### config.mk
export PLATFORM = sky130hd
export DESIGN_NAME = vec_redirect
export DESIGN_NICKNAME = d
export VERILOG_FILES = /design/src/rtl/vec_redirect.sv
export SDC_FILE = /design/constraint.sdc
export NUM_CORES = 1
export LEC_CHECK = 0
export ABC_AREA = 1
export BUFFER_PORTS_ARGS = -buffer_cell sky130_fd_sc_hd__buf_2
export CAP_MARGIN = 20
export CORE_MARGIN = 2
export CORE_UTILIZATION = 35
export CTS_BUF_LIST = sky130_fd_sc_hd__clkbuf_8
export DETAILED_ROUTE_END_ITERATION = 8
export PLACE_DENSITY = 0.61
export SYNTH_ARGS = -nofsm -noshare
export SYNTH_HDL_FRONTEND = slang
export SYNTH_SLANG_ARGS = --single-unit
export TNS_END_PERCENT = 20
### constraint.sdc
create_clock -name clk -period 2.1 [get_ports clk]
set_input_delay 0.42 -clock clk [delete_from_list [all_inputs] [get_ports clk]]
set_output_delay 0.42 -clock clk [all_outputs]
set_load 0.01 [all_outputs]
### src/rtl/vec_redirect.sv
module vec_redirect #(
  parameter int AW       = 16,
  parameter int TBL_SIZE = 64,
  parameter int RST_VEC  = 2
) (
  input  logic          clk,
  input  logic          rst_n,
  input  logic          redir_off_i,
  input  logic          lock_none_i,
  input  logic [AW-1:0] lock_base_i,
  input  logic [AW-1:0] fetch_addr_i,
  output logic [AW-1:0] fetch_addr_o,
  output logic          redirected_o
);

  localparam logic [AW-1:0] TBL_LO  = AW'((1 << AW) - TBL_SIZE);
  localparam logic [AW-1:0] VEC_HI  = AW'((1 << AW) - RST_VEC - 1);
  localparam logic [AW-1:0] TBL_SZV = AW'(TBL_SIZE);

  logic          off_q;
  logic          none_q;
  logic [AW-1:0] base_q;

  always_ff @(posedge clk) begin
    if (!rst_n) begin
      off_q  <= redir_off_i;
      none_q <= lock_none_i;
      base_q <= lock_base_i;
    end
  end

  logic partial, in_win;
  assign partial      = !off_q && !none_q && (base_q != '0);
  assign in_win       = (fetch_addr_i >= TBL_LO) && (fetch_addr_i <= VEC_HI);
  assign redirected_o = partial && in_win;
  assign fetch_addr_o = redirected_o ? (base_q - TBL_SZV + (fetch_addr_i - TBL_LO))
                                     : fetch_addr_i;

  a_r1_opts_held: assert property (@(posedge clk) disable iff (!rst_n)
    $past(rst_n) |-> ($stable(off_q) && $stable(none_q) && $stable(base_q)));
  a_r2_off_pass: assert property (@(posedge clk) disable iff (!rst_n)
    off_q |-> (!redirected_o && fetch_addr_o == fetch_addr_i));
  a_r3_none_pass: assert property (@(posedge clk) disable iff (!rst_n)
    none_q |-> (!redirected_o && fetch_addr_o == fetch_addr_i));
  a_r4_full_pass: assert property (@(posedge clk) disable iff (!rst_n)
    (base_q == '0) |-> (!redirected_o && fetch_addr_o == fetch_addr_i));
  a_r6_reset_vec: assert property (@(posedge clk) disable iff (!rst_n)
    (fetch_addr_i > VEC_HI) |-> (!redirected_o && fetch_addr_o == fetch_addr_i));
  a_r7_low_pass: assert property (@(posedge clk) disable iff (!rst_n)
    (fetch_addr_i < TBL_LO) |-> (!redirected_o && fetch_addr_o == fetch_addr_i));

endmodule

==> flow_summary.toml, run 1 <==
[status]
outcome = "finished with violations"
violations = "negative setup slack"

[sta]
hold_viol_final = 0
period_needed_ns = 2.39
drv_slew = 0
max-slew-margin-rel = 0.583
fmax_mhz = 418
setup_viol = 14
finalWorstSetupSlack_ns = -0.294
post-route-period-util = 1.14
tightest_slew_ns = 0.624
rsz0062_at_grt = "true"

[synth]
synth_mux_area_frac = 0
synth_cells = 283
synth_top_family_by_area = "simple AND/OR/NAND/NOR gates"
synth_area_mm2 = 0.00182
ys.flop_type = "edfxtp_1"
syn-num-nets = 335
synthAdderAreaFrac = 0.114
netlist_top_cells_count = "nand2_1, inv_1, nor2_1, nand3_1, edfxtp_1"
ys_seq_area_frac = 0.296
synth_edf_count = 18
avgSynthCellArea_um2 = 6.44
yosysTopAreaCellShare = 0.296
synth_top_cell_by_area = "edfxtp_1"
synth.yosys.warnings = 0
ys_seq_elements = 18
synthSimpleGateAreaFrac = 0.412
yosysUniqueCellTypes = 23
synthTopCellsByArea = "edfxtp_1, nand2_1, ha_1, inv_1, nor2_1"
synth_compound_area_frac = 0.0487
synth-async-reset-ratio = 0
yosysMostFrequentCell = "nand2_1"
synth_xor_area_frac = 0.0336

[placement]
gp_congestion = 0.861
pre_cts_ws_ns = -0.289
dpl.hpwl_mm = 4.08
portBuffers = 52

[grt]
grt_pass1_vias = 1941
grt-ovfl-total = 0
grt_max_degree = 19
grt_usage = 0.175
grt_antenna_before_repair = 0
grt_pass1_wl_mm = 8.20

[finish]
drive_above_1_share = 0.352
area_delta_synth_final_pct = 49.0
finish.net_count = 428
num_antenna_cells = 0

[clock_tree]
cts_hold_buf = 0
clkSlewWorstSetupHoldPaths_ns = 0.06
h-tree-depth = 1
cts_tree = "yes"
clock-sinks = 18
root_buffer = "clkbuf_8"
ctsLongestPathBuffers = 2
numCtsBuffers = 3

[routing]
ant_nets = 0
first_iter_violations = 78
dr_wl_met2_mm = 2.33
wire_per_inst_um = 10.9
detail_route.vias_per_cell = 4.49
wl_met1_mm = 2.28
drtPass1Iterations = 4
wirelength_mm = 4.86
met3_wirelength_um = 114
top_layer = "met4"
routed-via-count = 1998
drcViolationCount = 0

[floorplan]
core_mm2 = 0.00507
initial_core_util = 0.359
die-area_mm2 = 0.00580
dieHeight_um = 76.2
fp.dieW_um = 76.2
ios = 53
row_count = 26

[worst_setup_path]
crit_start = "base_q[0]$_DFFE_PN_"
critPathLaunchType = "flip-flop"
arrival_ns = 1.97
end_kind = "primary output"
critPathRequiredTime_ns = 1.68
cp-endpoint = "fetch_addr_o[8]"
crit_fanout = 3
worst-setup-path-type = "flip-flop to primary output"

[run]
cap_violations = 0

[power]
vdd_drop_max_uv = 410
power_uw = 1250
power.leakage_uw = 0.00139
powerDensity_mw_per_mm2 = 461

[min_path]
min_path_type = "primary input to flip-flop"
registers in the layout (all words and copies together), names as in the netlist:
signal / flops
none_q: 1
off_q: 1
base_q: 16
worst min-delay path by stage:
stage                                from                    to  depth (start not counted)
after floorplan            lock_base_i[0]   base_q[0]$_DFFE_PN_                          0
after global placement     lock_base_i[7]   base_q[7]$_DFFE_PN_                          1
after detailed placement  lock_base_i[15]  base_q[15]$_DFFE_PN_                          1
after CTS                 lock_base_i[15]  base_q[15]$_DFFE_PN_                          1
after global routing      lock_base_i[12]  base_q[12]$_DFFE_PN_                          1
final                     lock_base_i[14]  base_q[14]$_DFFE_PN_                          1
worst max-delay path, stage by stage, from the launching register on:
cell and delay [ns]:
edfxtp_1 0.40, ha_2 0.20, fa_2 0.34, nand2_1 0.07, nand2_1 0.07, and2_4 0.17, nand2_1 0.07, nand3_2 0.06
nand2_1 0.06, nand2_1 0.05, o21ai_2 0.09, buf_2 0.13
layout by cell type, fill, tap and decap left out, drive strengths merged, types with 7 or more instances in the layout:
| master | instances |
|---|---|
| buf | 90 |
| xnor2 | 7 |
| nand3 | 19 |
| nand2 | 116 |
| nor2 | 32 |
| ha | 15 |
| edfxtp | 18 |
| a21oi | 8 |
| inv | 42 |
| o21ai | 9 |
per-layer routing:
layer  GRT usage  up-vias
met5           0        -
met4      0.0764        0
met3     0.00829       10
met2       0.308       35
met1       0.222      871
li1            -     1082
stage by stage:
stage          setup TNS, ns  hold slack [ns]  utilization  std cells  area, um2
5_1_grt                -4.84            0.328        0.535        445       2720
4_1_cts                -3.17            0.335        0.515        443       2610
2_1_floorplan       -0.00578            0.519            -        283       1830
3_3_place_gp           -1.97            0.598        0.477        438       2420
6_report               -2.68            0.342        0.535        445       2720
3_5_place_dp           -2.04            0.598        0.477        438       2420
layout make-up:
| type | instances | area, um2 |
|---|---|---|
| multi-input cells | 221 | 1330 |
| fillers | 516 | 2360 |
| well taps | 70 | 87.6 |
| flip-flops and latches | 18 | 541 |
| clock inverters | 1 | 3.75 |
| inverters | 42 | 163 |
| clock buffers | 3 | 41.3 |
| repair buffers | 90 | 549 |
power breakdown:
part           switching [uW]  total, uW  internal [uW]
logic                     286        563            277
clock network             103        232            130
registers                26.4        456            429
logic make-up after synthesis:
logic type / count (synthesis)
AND/OR/NAND/NOR: 181
buffers and inverters: 44
flip-flops: 18
AO/OA/AOI/OAI: 17
adder cells (fa/ha/maj): 16
XOR/XNOR: 7
what timing repair did:
action	CTS	global route
setup buffers	1	2
endpoints found under the hold margin	0	0
pin swaps	2	4
resized for setup	22	20
setup endpoints to repair	16	17
Power figures use the tool's default switching activity.
==> inputs of run 2 (changes only) <==
--- a/config.mk
+++ b/config.mk
@@ -6,13 +6,13 @@
 export NUM_CORES = 1
 export LEC_CHECK = 0
 export ABC_AREA = 1
-export BUFFER_PORTS_ARGS = -buffer_cell sky130_fd_sc_hd__buf_2
-export CAP_MARGIN = 20
+export CAP_MARGIN = 5
 export CORE_MARGIN = 2
 export CORE_UTILIZATION = 35
 export CTS_BUF_LIST = sky130_fd_sc_hd__clkbuf_8
 export DETAILED_ROUTE_END_ITERATION = 8
-export PLACE_DENSITY = 0.61
+export DONT_BUFFER_PORTS = 1
+export PLACE_DENSITY = 0.52
 export SYNTH_ARGS = -nofsm -noshare
 export SYNTH_HDL_FRONTEND = slang
 export SYNTH_SLANG_ARGS = --single-unit
==> flow_summary.toml, run 2 (synthesis results as in run 1) <==
[status]
outcome = "finished with violations"
violations = "negative setup slack"

[placement]
gp_congestion = 0.865
pre_cts_ws_ns = -0.157
portBuffers = 0
dpl.hpwl_mm = 3.95

[sta]
fmax_mhz = 413
finalWorstSetupSlack_ns = -0.322
post-route-period-util = 1.15
hold_viol_final = 0
max-slew-margin-rel = 0.575
fin_tns_setup_ns = -2.25
period_needed_ns = 2.42
rsz0062_at_grt = "true"
drv_slew = 0
setup_viol = 16
tightest_slew_ns = 0.636

[finish]
finish.net_count = 352
final_core_util = 0.461
regMostFlops = "base_q"
drive_above_1_share = 0.237
largest_reg_flops = 16
final_cell_mix = "nand2_1, inv_1, nor2_1"
nFillCells = 532
area_delta_synth_final_pct = 28.3
num_antenna_cells = 0
layout_commonest_cell = "nand2_1"
top_regs = "base_q (16), none_q (1), off_q (1)"

[clock_tree]
clock-sinks = 18
cts_tree = "yes"
cts_hold_buf = 0
clkSlewWorstSetupHoldPaths_ns = 0.06
h-tree-depth = 1
numCtsBuffers = 3
root_buffer = "clkbuf_8"
ctsLongestPathBuffers = 2

[grt]
grt_max_degree = 19
grt-ovfl-total = 0
grt_pass1_vias = 1735
grt_usage = 0.166
grt_pass1_wl_mm = 7.76
grt_antenna_before_repair = 0

[worst_setup_path]
crit_start = "base_q[0]$_DFFE_PN_"
cp-endpoint = "fetch_addr_o[6]"
worst-setup-path-type = "flip-flop to primary output"
arrival_ns = 2.00
critPathRequiredTime_ns = 1.68
crit_fanout = 3
critPathLaunchType = "flip-flop"
end_kind = "primary output"

[power]
powerDensity_mw_per_mm2 = 494
power.leakage_uw = 0.00109
vdd_drop_max_uv = 447

[routing]
first_iter_violations = 59
wire_per_inst_um = 12.8
wirelength_mm = 4.74
ant_nets = 0
drcViolationCount = 0
drtPass1Iterations = 4
detail_route.vias_per_cell = 4.77
routed-via-count = 1759

[floorplan]
die-area_mm2 = 0.00580
fp.dieW_um = 76.2
core_mm2 = 0.00507
ios = 53
row_count = 26
initial_core_util = 0.359
dieHeight_um = 76.2

[run]
cap_violations = 0

[min_path]
min_path_type = "primary input to flip-flop"
-- run 2: changes by cell type in the layout (fill, tap and decap cells not counted), sizes merged --
cell | before | now
buf | 90 | 14
-- run 2: area by class of cell --
class                      instances  area (um2)  share of cell area
timing repair buffer              14         109              0.0465
sequential                        18         541               0.231
tap                               70        87.6              0.0374
multi-input combinational        221        1390               0.595
inverter                          42         165              0.0706
clock inverter                     1        3.75             0.00160
clock buffer                       3        41.3              0.0176
-- run 2: metrics by stage --
step / hold slack, ns / instance area, um2 / total power [uW] / cells
after global routing: 0.255 / 2340 / 1230 / 369
after CTS: 0.258 / 2230 / 1130 / 367
after global placement: 0.519 / 1970 / 820 / 361
final: 0.265 / 2340 / 1160 / 369
after floorplan: 0.519 / 1830 / 739 / 283
after detailed placement: 0.519 / 1970 / 824 / 361
-- run 2: where the power goes --
part	switching [uW]	leakage [uW]	internal [uW]	total, uW
clock	99.8	0.0000231	129	229
combinational	260	0.000891	210	470
sequential	26.6	0.000176	429	456
-- run 2: worst min path at each step --
stage / to / cells after the start / start / slack (ns)
2_1_floorplan: base_q[0]$_DFFE_PN_ / 0 / lock_base_i[0] / 0.52
3_3_place_gp: base_q[12]$_DFFE_PN_ / 0 / lock_base_i[12] / 0.52
3_5_place_dp: base_q[12]$_DFFE_PN_ / 0 / lock_base_i[12] / 0.52
4_1_cts: base_q[0]$_DFFE_PN_ / 0 / lock_base_i[0] / 0.26
5_1_grt: base_q[1]$_DFFE_PN_ / 0 / lock_base_i[1] / 0.26
6_report: base_q[0]$_DFFE_PN_ / 0 / lock_base_i[0] / 0.27
-- run 2: critical path, cell delays in order (launching register included) --
cell	delay, ns
edfxtp_1	0.43
ha_4	0.19
fa_2	0.36
nand2_2	0.09
nand2_2	0.05
nand3b_1	0.09
nand2_2	0.08
buf_4	0.15
xnor2_2	0.14
o21ai_2	0.17
-- run 2: layer usage --
metal	routed length, um	vias to the layer above	track usage
li1	-	928	-
met1	2170	777	0.209
met2	2290	46	0.295
met3	199	8	0.0154
met4	82	0	0.0618
met5	0	-	0
-- run 2: repair_timing --
action / 4_1_cts / 5_1_grt
pin swaps: 3 / 6
setup buffers: 2 / 2
gates resized for setup: 32 / 27
setup endpoints to repair: 16 / 17
